**config.mk**
```make
export PLATFORM = sky130hd
export DESIGN_NAME = cnt_chain
export DESIGN_NICKNAME = d
export VERILOG_FILES = /design/src/rtl/cnt_pkg.sv /design/src/rtl/cnt_mode_dec.sv /design/src/rtl/cnt_slice.sv /design/src/rtl/cnt_chain.sv
export SDC_FILE = /design/constraint.sdc
export NUM_CORES = 1
export LEC_CHECK = 0
export BUFFER_PORTS_ARGS = -buffer_cell sky130_fd_sc_hd__buf_2
export CAP_MARGIN = 40
export CORE_AREA = 2 2 39 41
export CTS_CLUSTER_DIAMETER = 80
export DETAILED_ROUTE_END_ITERATION = 12
export DIE_AREA = 0 0 41 43
export REMOVE_ABC_BUFFERS = 1
export SYNTH_ARGS = -nofsm -noshare
export SYNTH_HDL_FRONTEND = slang
export SYNTH_SLANG_ARGS = --single-unit
```
**constraint.sdc**
```tcl
create_clock -name clk_i -period 1.7 [get_ports clk_i]
set_clock_uncertainty 0.1 [all_clocks]
set_input_delay 0.425 -clock clk_i [delete_from_list [all_inputs] [get_ports clk_i]]
set_output_delay 0.425 -clock clk_i [all_outputs]
set_load 0.005 [all_outputs]
```
**src/rtl/cnt_pkg.sv**
```systemverilog
package cnt_pkg;
  localparam int unsigned SLICE_W = 4;

  typedef enum logic [1:0] {
    MODE_HOLD  = 2'd0,
    MODE_COUNT = 2'd1,
    MODE_LOAD  = 2'd2,
    MODE_CLEAR = 2'd3
  } cnt_mode_e;
endpackage

```
**src/rtl/cnt_mode_dec.sv**
```systemverilog
module cnt_mode_dec
  import cnt_pkg::*;
(
  input  logic      clr_ni,
  input  logic      load_ni,
  input  logic      en_p_i,
  input  logic      en_t_i,
  output cnt_mode_e mode_o
);
  // fixed priority: clear, then load, then count
  always_comb begin
    if (!clr_ni)                mode_o = MODE_CLEAR;
    else if (!load_ni)          mode_o = MODE_LOAD;
    else if (en_p_i && en_t_i)  mode_o = MODE_COUNT;
    else                        mode_o = MODE_HOLD;
  end
endmodule

```
**src/rtl/cnt_slice.sv**
```systemverilog
module cnt_slice
  import cnt_pkg::*;
#(
  parameter bit ASYNC_CLR = 1'b0
) (
  input  logic               clk_i,
  input  logic               clr_ni,
  input  logic               load_ni,
  input  logic [SLICE_W-1:0] data_i,
  input  logic               en_p_i,
  input  logic               en_t_i,
  output logic [SLICE_W-1:0] q_o,
  output logic               carry_o
);
  cnt_mode_e          mode;
  logic [SLICE_W-1:0] q_q, q_nxt;

  cnt_mode_dec i_dec (
    .clr_ni  (clr_ni),
    .load_ni (load_ni),
    .en_p_i  (en_p_i),
    .en_t_i  (en_t_i),
    .mode_o  (mode)
  );

  always_comb begin
    unique case (mode)
      MODE_CLEAR: q_nxt = '0;
      MODE_LOAD:  q_nxt = data_i;
      MODE_COUNT: q_nxt = q_q + 1'b1;
      default:    q_nxt = q_q;
    endcase
  end

  if (ASYNC_CLR) begin : g_async_clr
    always_ff @(posedge clk_i or negedge clr_ni) begin
      if (!clr_ni) q_q <= '0;
      else         q_q <= q_nxt;
    end
  end else begin : g_sync_clr
    always_ff @(posedge clk_i) begin
      q_q <= q_nxt;
    end
  end

  // carry is combinational in en_t_i so a chain settles within one period
  assign carry_o = en_t_i & (&q_q);
  assign q_o     = q_q;
endmodule

```
**src/rtl/cnt_chain.sv**
```systemverilog
module cnt_chain
  import cnt_pkg::*;
#(
  parameter int unsigned NUM_SLICES = 2,
  parameter bit          ASYNC_CLR  = 1'b0,
  localparam int unsigned CNT_W     = NUM_SLICES * SLICE_W
) (
  input  logic             clk_i,
  input  logic             clr_ni,
  input  logic             load_ni,
  input  logic [CNT_W-1:0] data_i,
  input  logic             en_p_i,
  input  logic             en_t_i,
  output logic [CNT_W-1:0] count_o,
  output logic             carry_o
);
  logic [NUM_SLICES:0] t_chain;

  assign t_chain[0] = en_t_i;

  for (genvar k = 0; k < NUM_SLICES; k++) begin : g_slice
    cnt_slice #(
      .ASYNC_CLR (ASYNC_CLR)
    ) i_slice (
      .clk_i   (clk_i),
      .clr_ni  (clr_ni),
      .load_ni (load_ni),
      .data_i  (data_i[k*SLICE_W +: SLICE_W]),
      .en_p_i  (en_p_i),
      .en_t_i  (t_chain[k]),
      .q_o     (count_o[k*SLICE_W +: SLICE_W]),
      .carry_o (t_chain[k+1])
    );
  end

  assign carry_o = t_chain[NUM_SLICES];
endmodule

```
==> results of run 1 <==
## worst max-delay path by stage
stage                           endpoint  slack, ns  cells after the start
5_1_grt                          carry_o      -0.04                      4
3_3_place_gp   g_slice[1].i_slice.q_o[2]       0.16                      3
6_report                         carry_o       0.01                      4
2_1_floorplan  g_slice[1].i_slice.q_o[0]       0.21                      3
4_1_cts                          carry_o      0.006                      4
3_5_place_dp   g_slice[1].i_slice.q_o[2]        0.1                      3
## worst register-to-register path, cell delays in order (launching register included)
cell,delay [ns]
edfxtp_1,0.41
ha_4,0.17
nand3_4,0.09
o211ai_1,0.40
## timing repair
action / in CTS / in global routing
buffers inserted: 3 / 2
hold buffers: 0 / 0
endpoints found under the setup margin: 1 / 1
pin swaps: 2 / 4
resized for setup: 3 / 3
cloned: 0 / 0
## layer usage
metal / vias to the layer above / wire, µm / track usage
li1: 213 / - / -
met1: 194 / 512 / 0.225
met2: 21 / 546 / 0.197
met3: 4 / 82 / 0.0314
met4: 0 / 21 / 0.0800
met5: - / 0 / 0
## power by group
group	total (mW)	switching [mW]	internal (mW)
Clock	0.152	0.0709	0.0812
Sequential	0.252	0.0172	0.235
Combinational	0.0881	0.0388	0.0493
Total	0.492	0.127	0.365
## layout by cell type (no fill, tap or decap)
| cell type | instances |
|---|---|
| buf_4 | 8 |
| nand4_1 | 1 |
| a22o_2 | 3 |
| xor2_1 | 2 |
| buf_2 | 21 |
| inv_1 | 1 |
| xnor2_1 | 2 |
| ha_2 | 1 |
| o211ai_1 | 1 |
| clkbuf_4 | 3 |
| nand3_4 | 1 |
| edfxtp_1 | 8 |
| nand3_1 | 3 |
| nor2b_1 | 1 |
| o21ai_0 | 4 |
| o31ai_1 | 1 |
| nand2_1 | 6 |
| ha_4 | 1 |
| nor2_2 | 2 |
| nand4_2 | 1 |
## kinds of logic after synthesis
family | after synthesis | synth area share
AND/OR/NAND/NOR | 15 | 0.169
AO/OA/AOI/OAI | 9 | 0.142
flip-flops | 8 | 0.525
XOR/XNOR | 4 | 0.0765
buffers and inverters | 2 | 0.0328
adder cells (fa/ha/maj) | 2 | 0.0546
## stage by stage
step	area, µm²	total power, mW	utilization	setup slack [ns]
2_1_floorplan	447	0.280	-	0.208
3_3_place_gp	594	0.325	0.429	0.162
3_5_place_dp	594	0.325	0.429	0.0956
4_1_cts	649	0.477	0.469	0.00631
5_1_grt	684	0.514	0.495	-0.0404
6_report	684	0.492	0.495	0.0126
## cell type report
class                           count  area, µm²  area share
Clock buffer                        3       22.5      0.0329
Inverter                            1       3.75     0.00548
Multi-Input combinational cell     30        233       0.340
Sequential cell                     8        240       0.351
Tap cell                           16       20.0      0.0293
Timing Repair Buffer               29        165       0.241
==> impl_metrics.ini, run 1 <==
[outcome]
outcome = complete, no violations

[synth]
synth-edff-count = 8
yosys-top-cells-count = 8 x edfxtp_1, 6 x nand2_1, 4 x nand3_1, 4 x o21ai_0, 3 x a22o_2
netlist_top_cells_area = edfxtp_1 52%, a22o_2 6.6%, ha_1 5.5%, nand2_1 4.9%, nand3_1 4.4%
synth_most_common_cell = edfxtp_1
postSynth.asyncResetShare = 0
yosysSeqAreaShare = 0.525
synth.distinct_cells = 17
synth_top_cell_area_share = 0.525
yosys_most_used_dff = edfxtp_1
mappedNetlistArea_um2 = 458
synth_seq_cells = 8
synth_cells = 40
yosysTopAreaCell = edfxtp_1
avgSynthCellArea_um2 = 11.4
yosysWarnings = 0

[sta]
finalSetupViolCount = 0
final.period_utilization = 0.993
whs_ns = 0.342
finalMaxSlewViolations = 0
slew_headroom = 0.717
fin_tns_setup_ns = 0
hold_viol_final = 0
min_period_ns = 1.69
fmax_ghz = 0.593
rsz0062_at_grt = true
tightest_slew_ns = 0.423

[route]
ant_nets = 0
drcViolationCount = 0
drtIter0Drc = 14
firstDrtPassIters = 4
via_count = 432
routedWlPerCell_um = 13.3
wirelength_um = 1160
via_per_inst = 4.97

[cts]
htreeDepth = 1
clk_pin_slew_ns = 0.06
cts_root_buffer = clkbuf_4
cts.path.max_buffers = 2
clock-sinks = 8
numCtsBuffers = 3
tritoncts = built
insertion_delay_ns = 0.26

[worst_setup_path]
cp_top_family = flip-flops
worstReg2RegEnd = g_slice[1].i_slice.q_o[2]
reg2reg_from = g_slice[0].i_slice.q_o[1]
crit_type = flip-flop to output port
slowest_delay_ns = 0.44
crit_slowest_cell = edfxtp_1
cp_num_buf_inv = 1
crit_start = g_slice[0].i_slice.q_o[1]
cp.arrival_ns = 1.16
start_kind = flip-flop
cp-end-kind = output port
path_cells = ha_4 > nand3_4 > nor2_2 > buf_2
cp.required_ns = 1.17
crit_fanout = 4
r2r_slack_ns = 0.18
r2r_cells = 3

[run]
drv_cap = 0

[floorplan]
die_x_um = 41
initial_core_util = 0.331
io_pins = 22
core.rowCount = 14
die_h_um = 43
design.die.area_um2 = 1760
core_area_um2 = 1380

[grt]
grt_pass1_wl_um = 1810
antenna_found_initial = 0
grt_usage = 0.151
grt_max_degree = 7
grt_overflow = 0
grt_pass1_vias = 426

[layout]
syn2layout_area_growth_pct = 49.5
drive_gt1_frac = 0.577
num-fill-cells = 141
n_antenna_cell = 0
nNetsFinal = 88
instances_no_fill = 87
largest_register_ffs = 8

[place]
hpwl_um = 806
gp_congestion = 0.825
dp_cells = 79
port_buffers = 21

[power_and_ir_drop]
peakVddDrop_uv = 371
power_leakage_nw = 0.306
p_per_area_nw_per_um2 = 719

[worst_hold_path]
hold_path_class = input port to flip-flop
holdPathEnd = g_slice[0].i_slice.q_o[2]
holdPathStages = 3
min-delay-start = data_i[2]
Power figures use the tool's default switching activity.
==> run 2, diff against run 1 <==
--- a/config.mk
+++ b/config.mk
@@ -5,12 +5,12 @@
 export SDC_FILE = /design/constraint.sdc
 export NUM_CORES = 1
 export LEC_CHECK = 0
-export BUFFER_PORTS_ARGS = -buffer_cell sky130_fd_sc_hd__buf_2
 export CAP_MARGIN = 40
 export CORE_AREA = 2 2 39 41
 export CTS_CLUSTER_DIAMETER = 80
 export DETAILED_ROUTE_END_ITERATION = 12
 export DIE_AREA = 0 0 41 43
+export DONT_BUFFER_PORTS = 1
 export REMOVE_ABC_BUFFERS = 1
 export SYNTH_ARGS = -nofsm -noshare
 export SYNTH_HDL_FRONTEND = slang
==> run 2 against run 1 <==
Net effect: register-to-register slack lost 0.07 ns; total power shrank 10%; largest cell class unchanged; final area shrank 20%; combinational power shrank 47%; via count shrank 18%; maximum frequency grew 1.3%; clock power shrank 8%; cell count shrank 29%; first-iteration DRC count shrank 64%; critical endpoint unchanged.
==> impl_metrics.ini, run 2 (synthesis results as in run 1) <==
[outcome]
outcome = complete, no violations

[layout]
syn2layout_area_growth_pct = 18.9
largest_register_ffs = 8
num-fill-cells = 136
drive_gt1_frac = 0.348
layout_common_cells = 8 x edfxtp_1, 6 x nand2_1, 4 x o21ai_0, 4 x buf_4
seqCellArea_um2 = 240
nNetsFinal = 63
final_common_cell = edfxtp_1
n_antenna_cell = 0
multi_input_area_um2 = 228

[cts]
insertion_delay_ns = 0.25
cts_root_buffer = clkbuf_4
cts.path.max_buffers = 2
tritoncts = built
clk_pin_slew_ns = 0.05
numCtsBuffers = 3
htreeDepth = 1
ctsHoldBuffers = 0
clock-sinks = 8

[sta]
fin_tns_setup_ns = 0
finalMaxSlewViolations = 0
min_period_ns = 1.67
finalSetupViolCount = 0
hold_viol_final = 0
slew_headroom = 0.723
setup_ws_ns = 0.0335
final.period_utilization = 0.980
fmax_ghz = 0.600
tightest_slew_ns = 0.413
rsz0062_at_grt = true

[worst_hold_path]
hold_path_class = input port to flip-flop
holdPathEnd = g_slice[1].i_slice.q_o[0]
min-delay-start = data_i[4]
holdPathStages = 2

[power_and_ir_drop]
power_leakage_nw = 0.195
p_sw_uw = 101
p_per_area_nw_per_um2 = 810
p_clk_frac = 0.318
peakVddDrop_uv = 288
seq_power_share = 0.575
swShare = 0.229
p_comb_frac = 0.107
internal_power_uw = 340

[grt]
grt_pass1_wl_um = 1550
grt_overflow = 0
antenna_found_initial = 0
grt_pass1_vias = 346
grt_max_degree = 9
grt_usage = 0.131

[worst_setup_path]
crit_fanout = 3
r2r_slack_ns = 0.11
crit_type = flip-flop to output port
cp.required_ns = 1.17
cp.arrival_ns = 1.14
cp-end-kind = output port
slowest_delay_ns = 0.41
reg2reg_from = g_slice[0].i_slice.q_o[1]
start_kind = flip-flop
crit_slowest_cell = edfxtp_1
worstReg2RegEnd = g_slice[1].i_slice.q_o[3]
path_cells = ha_2 > nand4_1 > nor2_4
r2r_cells = 3

[route]
routedWlPerCell_um = 16.0
drcViolationCount = 0
via_count = 354
drtIter0Drc = 5
via_per_inst = 5.71
ant_nets = 0
wirelength_um = 994
firstDrtPassIters = 4

[place]
dp_slack_ns = 0.0720
hpwl_um = 777
gp_congestion = 0.718
port_buffers = 0

[floorplan]
core_area_um2 = 1380
core.rowCount = 14
die_h_um = 43
initial_core_util = 0.331
design.die.area_um2 = 1760
io_pins = 22
die_x_um = 41

[run]
drv_cap = 0
[run 2: changes by cell type in the layout (fill, tap and decap cells not counted), sizes merged]
| cell | change |
|---|---|
| buf | -25 |
[run 2: layout make-up]
class / count / area share
Inverter: 1 / 0.00690
Timing Repair Buffer: 4 / 0.0552
Clock buffer: 3 / 0.0414
Tap cell: 16 / 0.0368
Sequential cell: 8 / 0.441
Multi-Input combinational cell: 30 / 0.418
[run 2: worst max-delay path by stage]
stage | slack, ns | end | startpoint
floorplan | 0.21 | g_slice[1].i_slice.q_o[0] | g_slice[0].i_slice.q_o[0]
detailed placement | 0.07 | g_slice[1].i_slice.q_o[3] | g_slice[0].i_slice.q_o[1]
CTS | 0.002 | carry_o | g_slice[0].i_slice.q_o[1]
global placement | 0.14 | g_slice[1].i_slice.q_o[2] | g_slice[0].i_slice.q_o[1]
finish | 0.03 | carry_o | g_slice[1].i_slice.q_o[1]
global route | -0.006 | carry_o | g_slice[0].i_slice.q_o[1]
[run 2: power groups by stage]
stage / registers (mW) / logic (mW) / clock network, mW
3_5_place_dp: 0.255 / 0.0443 / 0
2_1_floorplan: 0.252 / 0.0278 / 0
5_1_grt: 0.255 / 0.0534 / 0.154
3_3_place_gp: 0.255 / 0.0430 / 0
6_report: 0.254 / 0.0470 / 0.140
4_1_cts: 0.252 / 0.0447 / 0.142
[run 2: repair_timing]
action                                  in CTS  in global routing
pin swaps                                    0                  3
resized for setup                            2                  4
endpoints found under the setup margin       1                  1
setup buffers                                0                  1
gates cloned                                 0                  0
[run 2: metal layers]
metal / GRT usage / vias to the layer above / share of wire
met3: 0.0576 / 4 / 0.090
li1: - / 164 / -
met4: 0.0600 / 0 / 0.021
met5: 0 / - / 0
met2: 0.172 / 16 / 0.49
met1: 0.179 / 170 / 0.39
[run 2: through the flow]
stage          cell area, µm²  power, mW   util  hold slack (ns)  std cells
4_1_cts                   519      0.439  0.375            0.260         61
3_5_place_dp              489      0.299  0.354            0.516         58
3_3_place_gp              489      0.298  0.354            0.515         58
2_1_floorplan             447      0.280      -            0.510         39
6_report                  544      0.441  0.393            0.266         62
5_1_grt                   544      0.463  0.393            0.257         62
[run 2: critical path, delay by kind of cell, from the launching register on]
family / cells / cell delay [ns]
and+or+nand+nor: 2 / 0.28
adders and majority gates: 1 / 0.20
DFF: 1 / 0.41
